$ cat src/rtl/lsc_pkg.sv
package lsc_pkg;
  localparam int NUM_LANES = 4;
  localparam logic [7:0] MODE_ADDR = 8'h0C;
  localparam logic [7:0] POL_ADDR  = 8'h0D;

  typedef struct packed {
    logic [2:0]           reinitSel;
    logic                 syncActHigh;
    logic [3:0]           syncSel;
    logic [NUM_LANES-1:0] laneInv;
  } cfg_t;
endpackage

$ cat src/rtl/lsc_ctrl.sv
module lsc_ctrl
  import lsc_pkg::*;
#(
  parameter int ADDR_W = 8,
  parameter int DATA_W = 8
) (
  input  logic              clk,
  input  logic              rstN,
  input  logic [ADDR_W-1:0] regAddr,
  input  logic              regWrEn,
  input  logic [DATA_W-1:0] regWrData,
  output logic [DATA_W-1:0] regRdData,
  output cfg_t              cfgOut
);
  localparam logic [ADDR_W-1:0] modeAddr = ADDR_W'(MODE_ADDR);
  localparam logic [ADDR_W-1:0] polAddr  = ADDR_W'(POL_ADDR);

  logic [7:0]           modeReg;
  logic [NUM_LANES-1:0] polReg;
  logic                 hitMode, hitPol;

  assign hitMode = (regAddr == modeAddr);
  assign hitPol  = (regAddr == polAddr);

  always_ff @(posedge clk) begin
    if (!rstN) begin
      modeReg <= '0;
      polReg  <= '0;
    end else if (regWrEn) begin
      if (hitMode) modeReg <= regWrData[7:0];
      if (hitPol)  polReg  <= regWrData[NUM_LANES-1:0];
    end
  end

  always_comb begin
    regRdData = '0;
    if (hitMode)     regRdData[7:0]           = modeReg;
    else if (hitPol) regRdData[NUM_LANES-1:0] = polReg;
  end

  assign cfgOut.reinitSel   = modeReg[7:5];
  assign cfgOut.syncActHigh = modeReg[4];
  assign cfgOut.syncSel     = modeReg[3:0];
  assign cfgOut.laneInv     = polReg;

  // a write to the mode address is visible after one edge
  a_r2_mode_store: assert property (@(posedge clk) disable iff (!rstN)
    (regWrEn && hitMode) |=> (cfgOut.syncSel == $past(regWrData[3:0]) &&
                              cfgOut.reinitSel == $past(regWrData[7:5])));
  // polarity write keeps only the lane bits
  a_r3_pol_store: assert property (@(posedge clk) disable iff (!rstN)
    (regWrEn && hitPol) |=> (cfgOut.laneInv == $past(regWrData[3:0])));
  // unmapped writes leave the configuration unchanged
  a_r4_unmapped_quiet: assert property (@(posedge clk) disable iff (!rstN)
    (regWrEn && !hitMode && !hitPol) |=> $stable(cfgOut));
endmodule

$ cat src/rtl/lsc_datapath.sv
module lsc_datapath
  import lsc_pkg::*;
#(
  parameter int LANE_W = 8
) (
  input  logic                          clk,
  input  logic                          rstN,
  input  cfg_t                          cfg,
  input  logic [NUM_LANES-1:0]          laneSyncIn,
  input  logic [NUM_LANES-1:0]          laneRstIn,
  input  logic [NUM_LANES*LANE_W-1:0]   laneDataIn,
  input  logic                          laneValidIn,
  output logic [NUM_LANES*LANE_W-1:0]   laneDataOut,
  output logic                          laneValidOut,
  output logic                          syncOut,
  output logic                          reinitOut
);
  logic selSync, selReinit;

  always_comb begin
    unique case (cfg.syncSel)
      4'd0:    selSync = |laneSyncIn;
      4'd1:    selSync = &laneSyncIn;
      4'd2:    selSync = laneSyncIn[0] | laneSyncIn[1];
      4'd3:    selSync = laneSyncIn[0] & laneSyncIn[1];
      4'd4:    selSync = laneSyncIn[2] | laneSyncIn[3];
      4'd5:    selSync = laneSyncIn[2] & laneSyncIn[3];
      4'd6:    selSync = laneSyncIn[0];
      4'd7:    selSync = laneSyncIn[1];
      4'd8:    selSync = laneSyncIn[2];
      4'd9:    selSync = laneSyncIn[3];
      4'd10:   selSync = 1'b1;
      default: selSync = 1'b0;
    endcase
  end

  always_comb begin
    unique case (cfg.reinitSel)
      3'd0:    selReinit = |laneRstIn;
      3'd1:    selReinit = laneRstIn[0] | laneRstIn[1];
      3'd2:    selReinit = laneRstIn[2] | laneRstIn[3];
      3'd3:    selReinit = laneRstIn[0];
      3'd4:    selReinit = laneRstIn[1];
      3'd5:    selReinit = laneRstIn[2];
      3'd6:    selReinit = laneRstIn[3];
      default: selReinit = 1'b0;
    endcase
  end

  always_ff @(posedge clk) begin
    if (!rstN) begin
      syncOut      <= 1'b1;
      reinitOut    <= 1'b0;
      laneValidOut <= 1'b0;
    end else begin
      syncOut      <= selSync ^ ~cfg.syncActHigh;
      reinitOut    <= selReinit;
      laneValidOut <= laneValidIn;
    end
  end

  for (genvar ln = 0; ln < NUM_LANES; ln++) begin : g_lane
    always_ff @(posedge clk) begin
      if (!rstN) laneDataOut[ln*LANE_W +: LANE_W] <= '0;
      else laneDataOut[ln*LANE_W +: LANE_W] <=
             laneDataIn[ln*LANE_W +: LANE_W] ^ {LANE_W{cfg.laneInv[ln]}};
    end
  end

  // no lane reset means no reinit request
  a_r5_idle_no_reinit: assert property (@(posedge clk) disable iff (!rstN)
    (laneRstIn == '0) |=> !reinitOut);
  // code 7 holds reinit low
  a_r5_hold_low: assert property (@(posedge clk) disable iff (!rstN)
    (cfg.reinitSel == 3'd7) |=> !reinitOut);
  // all lanes active gives active level in every lane-derived mode
  a_r6_all_active: assert property (@(posedge clk) disable iff (!rstN)
    ((laneSyncIn == '1) && (cfg.syncSel <= 4'd9)) |=> (syncOut == $past(cfg.syncActHigh)));
  // forced-one mode yields the active level
  a_r7_forced_one: assert property (@(posedge clk) disable iff (!rstN)
    (cfg.syncSel == 4'd10) |=> (syncOut == $past(cfg.syncActHigh)));
  // with no inversion a valid word passes through unchanged
  a_r8_passthru: assert property (@(posedge clk) disable iff (!rstN)
    (cfg.laneInv == '0) |=> (laneDataOut == $past(laneDataIn)));
endmodule

$ cat src/rtl/lane_sync_combiner.sv
module lane_sync_combiner
  import lsc_pkg::*;
#(
  parameter int ADDR_W = 8,
  parameter int LANE_W = 8
) (
  input  logic                        clk,
  input  logic                        rstN,
  input  logic [ADDR_W-1:0]           regAddr,
  input  logic                        regWrEn,
  input  logic [7:0]                  regWrData,
  output logic [7:0]                  regRdData,
  input  logic [NUM_LANES-1:0]        laneSyncIn,
  input  logic [NUM_LANES-1:0]        laneRstIn,
  input  logic [NUM_LANES*LANE_W-1:0] laneDataIn,
  input  logic                        laneValidIn,
  output logic [NUM_LANES*LANE_W-1:0] laneDataOut,
  output logic                        laneValidOut,
  output logic                        syncOut,
  output logic                        reinitOut
);
  cfg_t cfg;

  lsc_ctrl #(.ADDR_W(ADDR_W), .DATA_W(8)) u_ctrl (
    .clk(clk), .rstN(rstN), .regAddr(regAddr), .regWrEn(regWrEn),
    .regWrData(regWrData), .regRdData(regRdData), .cfgOut(cfg)
  );

  lsc_datapath #(.LANE_W(LANE_W)) u_dp (
    .clk(clk), .rstN(rstN), .cfg(cfg),
    .laneSyncIn(laneSyncIn), .laneRstIn(laneRstIn),
    .laneDataIn(laneDataIn), .laneValidIn(laneValidIn),
    .laneDataOut(laneDataOut), .laneValidOut(laneValidOut),
    .syncOut(syncOut), .reinitOut(reinitOut)
  );
endmodule

$ cat config.mk
export PLATFORM = sky130hd
export DESIGN_NAME = lane_sync_combiner
export DESIGN_NICKNAME = d
export VERILOG_FILES = /design/src/rtl/lsc_pkg.sv /design/src/rtl/lsc_ctrl.sv /design/src/rtl/lsc_datapath.sv /design/src/rtl/lane_sync_combiner.sv
export SDC_FILE = /design/constraint.sdc
export NUM_CORES = 1
export LEC_CHECK = 0
export BUFFER_PORTS_ARGS = -buffer_cell sky130_fd_sc_hd__buf_2
export CAP_MARGIN = 20
export CORE_MARGIN = 5
export CORE_UTILIZATION = 30
export CTS_BUF_LIST = sky130_fd_sc_hd__clkbuf_4 sky130_fd_sc_hd__clkbuf_8
export DETAILED_ROUTE_END_ITERATION = 10
export PLACE_DENSITY = 0.62
export SYNTH_ARGS = -nofsm -noshare
export SYNTH_HDL_FRONTEND = slang
export SYNTH_HIERARCHICAL = 1
export SYNTH_SLANG_ARGS = --single-unit
$ cat constraint.sdc
create_clock -name clk -period 1.9 [get_ports clk]
set_clock_uncertainty 0.15 [all_clocks]
set_input_delay 0.095 -clock clk [delete_from_list [all_inputs] [get_ports clk]]
set_output_delay 0.095 -clock clk [all_outputs]
set_load 0.02 [all_outputs]
## Word-level counts from Yosys, hierarchy flattened

Cells that the tools add are included.

| cells by class | value |
|---|---|
| bitwise operators | 12 |
| reduce and logical (&&, ||, !) cells | 7 |
| mux-type cells | 5 |
| eq/ne operators | 18 |

Operators with widths:

| operator | count |
|---|---|
| XOR 8 bit | 4 |
| equality test 4 x 3 -> 1 bit (second input constant) | 4 |
| equality test 8 x 4 -> 1 bit (second input constant) | 2 |
| equality test 4 bit (second input constant) | 3 |
| 2-to-1 mux 4 bit | 3 |
| case mux 1 bit (11 select lines) | 1 |
| equality test 3 bit (second input constant) | 3 |
| equality test 4 x 2 -> 1 bit (second input constant) | 2 |
| OR reduction 4 bit | 2 |
| case mux 1 bit (7 select lines) | 1 |
| equality test 3 x 2 -> 1 bit (second input constant) | 2 |
| equality test 4 x 1 -> 1 bit (second input constant) | 1 |
| zero test 4 bit | 1 |
| OR 1 bit | 4 |
| AND reduction 2 bit | 2 |
| AND reduction 4 bit | 1 |
| equality test 3 x 1 -> 1 bit (second input constant) | 1 |
| zero test 3 bit | 1 |
| AND 1 bit | 2 |
| NOT 1 bit | 1 |
| XOR 1 bit | 1 |

| storage, ports and cells | value |
|---|---|
| output and inout port bits | 43 |
| register bits | 47 |
| word-level logic and storage cells | 51 |

## Longest topological paths before layout

| logic depth | value |
|---|---|
| depth after elaboration | 3 |
| gate-level depth with buffers | 5 |

## Hierarchy

The synthesis kept the hierarchy.

By module, submodules not included:

| module | instances | area an instance (um^2) | seq. area each (um^2) | cells each |
|---|---|---|---|---|
| lsc_datapath | 1 | 1412.6 | 700.7 | 137 |
| lsc_ctrl | 1 | 596.8 | 240.2 | 68 |

## Least setup slack after synthesis

No wires, ideal clock.

| path | value |
|---|---|
| path type | in2out |
| from | input regAddr[5] |
| to | output regRdData[4] |
| path buffers | 1 |
| stages on the path | 4 |
| slack | 0.031 ns |
| data arrival time | 1.624 ns |
| cells stage by stage | or4_4 or2_2 clkbuf_1 nor3b_1 |

| between the ends | value |
|---|---|
| longest elaborated chain between the ends | 2 |

Ends and longest elaborated chain:

| what | RTL line | RTL |
|---|---|---|
| start: declaration | lane_sync_combiner.sv:9 | `input logic [ADDR_W-1:0] regAddr,` |
| equality test 8 x 4 -> 1 bit | lsc_ctrl.sv:22 | `assign hitMode = (regAddr == modeAddr);` |
| 2-to-1 mux 4 bit | lsc_ctrl.sv:37 | `if (hitMode) regRdData[7:0] = modeReg;` |
| end: declaration | lane_sync_combiner.sv:12 | `output logic [7:0] regRdData,` |

No other way between the ends.

## Final worst setup path

| path | value |
|---|---|
| from | input regAddr[5] |
| to | output regRdData[6] |

The elaborated chain is that of the path after synthesis.

==> results.yml <==
status:
  outcome: "completed"
timing:
  slew_headroom: 0.638
  tns_ns: 0
  report.final.slew_viol_count: 0
  final.period_utilization: 0.946
  worst_pin_slew_ns: 0.542
  rsz0062_at_grt: "no"
  layout_setup_ws_ns: 0.103
  hold_viol_final: 0
  finalSetupViolations: 0
  period_needed_ns: 1.80
  fmax_ghz: 0.557
worst_setup_path:
  crit_fanout: 8
  slowest_delay_ns: 0.53
  cp.arrival_ns: 1.55
  timing.rr.start: "u_ctrl/modeReg[0]"
  cp.required_ns: 1.65
  crit_buf_inv: 2
  crit_chain: "buf_2, or4_4, or2_2, nor3b_1, buf_2"
  cp_slowest_cell: "or4_4"
  startpoint_type: "input pin"
  critPathKind: "in2out"
  crit_family: "simple AND/OR/NAND/NOR gates"
  rrSetupSlack_ns: 0.22
  path_common_cell: "buf_2"
  worstSetupEndpointType: "output port"
  worstReg2RegEnd: "u_dp/syncOut"
  rr_worst_depth: 4
clock_network:
  clockBufferDepth: 2
  clock_sinks: 47
  clkTransAtPathRegs_ns: 0.09
  cts_tree: "built"
  clk_latency_ns: 0.29
  cts-resized-gates: 0
  numCtsBuffers: 5
  clock-root-buffer: "clkbuf_8"
  cts-htree-levels: 2
global_routing:
  met1_usage: 0.152
  antenna_found_initial: 0
  grtUsageMet3: 0.0344
  grt_max_degree: 28
  grt_util_met2: 0.232
  grt_overflow: 0
  grt_pass1_wl_mm: 9.03
  grt_pass1_vias: 1923
  top_usage_layer: "met2"
  grtUsageTotal: 0.130
layout:
  final_cell_area_sq_um: 3080
  diodes: 0
  area_growth_pct: 53.4
  drive_gt1_frac: 0.344
  fin_nets: 406
  fin_util: 0.480
place:
  pre_cts_slack_ns: 0.142
  portBuffers: 102
  place_area_sq_um: 2580
  globalplace.congestion: 0.766
  dp_hpwl_mm: 3.75
yosys:
  synth_cells: 205
  synth_xor_xnor_area_share: 0.139
  synthFlopType: "dfxtp_1"
  synth_top_family_by_area: "simple AND/OR/NAND/NOR gates"
  synth-simple-area-share: 0.217
  synth_cell_types: 27
  synth-edff-count: 0
  synth_seq_cells: 47
  yosysTopAreaCellShare: 0.468
  yosysSeqAreaShare: 0.468
  synthAdderAreaFrac: 0
  synthMuxAreaShare: 0.0996
  syn_nets: 265
  avgSynthCellArea_sq_um: 9.80
  synth_compound_area_frac: 0.0430
  async_reset_ff_frac: 0
  yosys-top-cells-area: "dfxtp_1, xor2_1, and2_1, mux2i_1, nand2_1"
  synth.most_common_cell: "dfxtp_1"
  synth_area_sq_um: 2010
  synth.largest_area_cell: "dfxtp_1"
  yosys-top-cells-count: "dfxtp_1, and2_1, xor2_1"
  yosysWarnings: 6
floorplanning:
  pin_count: 103
  die_width_um: 91.8
  num_rows: 29
  core-area_sq_um: 6420
  start_util: 0.313
  dieHeight_um: 91.8
  die_area_sq_um: 8430
min_path:
  hold_depth: 3
  worstHoldStart: "rstN"
  holdPathEnd: "u_ctrl/modeReg[4]"
  hp-class: "in2reg"
detailed_routing:
  drtAntennaViolNets: 0
  vias_per_cell: 4.30
  first_pass_iters: 4
  via_count: 1819
  wl_per_cell_um: 12.9
  drt_iter0_drc: 40
  wl_mm: 5.47
  drc: 0
power:
  p_int_uw: 1490
  seqPwrFrac: 0.522
  clock_power_share: 0.315
  total_power_uw: 1980
  powerDensity_nw_per_um2: 642
  leakagePower_uw: 0.00156
  comb_power_share: 0.163
  ir_worst_vdd_mv: 0.183
  p_switching_uw: 489
  switching_share: 0.247
run:
  maxCapViolations: 0
tightest hold or removal path: cells and delay by family:
family	cells	cell delay, ns
multiplexers	1	0.05
buffers and inverters	1	0.21
AND/OR/NAND/NOR	1	0.10
cells by family after synthesis:
family,count (synthesis)
xor+xnor,32
compound gates,12
buf+inv,14
flops,47
simple gates,81
mux,19
per-layer routing:
| metal | vias to the layer above | routed length [um] |
|---|---|---|
| li1 | 937 | - |
| met5 | - | 0 |
| met3 | 6 | 346 |
| met2 | 63 | 2720 |
| met4 | 0 | 63 |
| met1 | 813 | 2340 |
worst max-delay path by stage:
| stage | from | cells past startpoint | slack [ns] | endpoint |
|---|---|---|---|---|
| 6_report | regAddr[5] | 5 | 0.10 | regRdData[6] |
| 5_1_grt | regAddr[5] | 5 | 0.04 | regRdData[6] |
| 4_1_cts | regAddr[5] | 5 | 0.14 | regRdData[7] |
| 3_5_place_dp | regAddr[5] | 4 | 0.14 | u_ctrl/modeReg[7] |
| 3_3_place_gp | regAddr[5] | 4 | 0.17 | u_ctrl/modeReg[6] |
| 2_1_floorplan | regAddr[5] | 4 | 0.03 | regRdData[4] |
placed cells by master, fill, tap and decap left out, drive strengths merged, types with 3 or more instances in the layout:
cell type / count
buf: 105
dfxtp: 47
dlygate4sd3: 41
and2: 33
xor2: 32
nand2: 26
mux2i: 17
nor2: 8
clkbuf: 6
nor3b: 4
nor3: 4
inv: 3
a21oi: 3
metrics by stage:
step           cells  hold WS [ns]
2_1_floorplan    205        0.0667
3_3_place_gp     375         0.157
3_5_place_dp     375         0.159
4_1_cts          423        0.0551
5_1_grt          423        0.0891
6_report         423        0.0599
registers in the layout (all words and copies together) (netlist names):
signal	count
u_ctrl/modeReg	8
u_ctrl/polReg	4
u_dp/laneDataOut	32
u_dp/laneValidOut	1
u_dp/reinitOut	1
u_dp/syncOut	1
repair_timing:
item	CTS	global route
endpoints found under the hold margin	45	0
hold buffers	41	0
setup buffers	0	0
area by class of cell:
| cell class | count | area, sq um |
|---|---|---|
| Multi-Input combinational cell | 144 | 1000 |
| Clock buffer | 6 | 82.6 |
| Tap cell | 77 | 96.3 |
| Inverter | 2 | 7.51 |
| Fill cell | 608 | 3340 |
| Sequential cell | 47 | 941 |
| Clock inverter | 1 | 8.76 |
| Timing Repair Buffer | 146 | 943 |
power by group through the flow:
stage / clock network [uW] / logic (uW) / registers, uW
2_1_floorplan: 0 / 78.8 / 1110
3_3_place_gp: 0 / 254 / 1060
3_5_place_dp: 0 / 256 / 1060
4_1_cts: 653 / 322 / 1030
5_1_grt: 697 / 351 / 1040
6_report: 623 / 322 / 1030
Note: power is estimated with default switching activity, not from simulation.
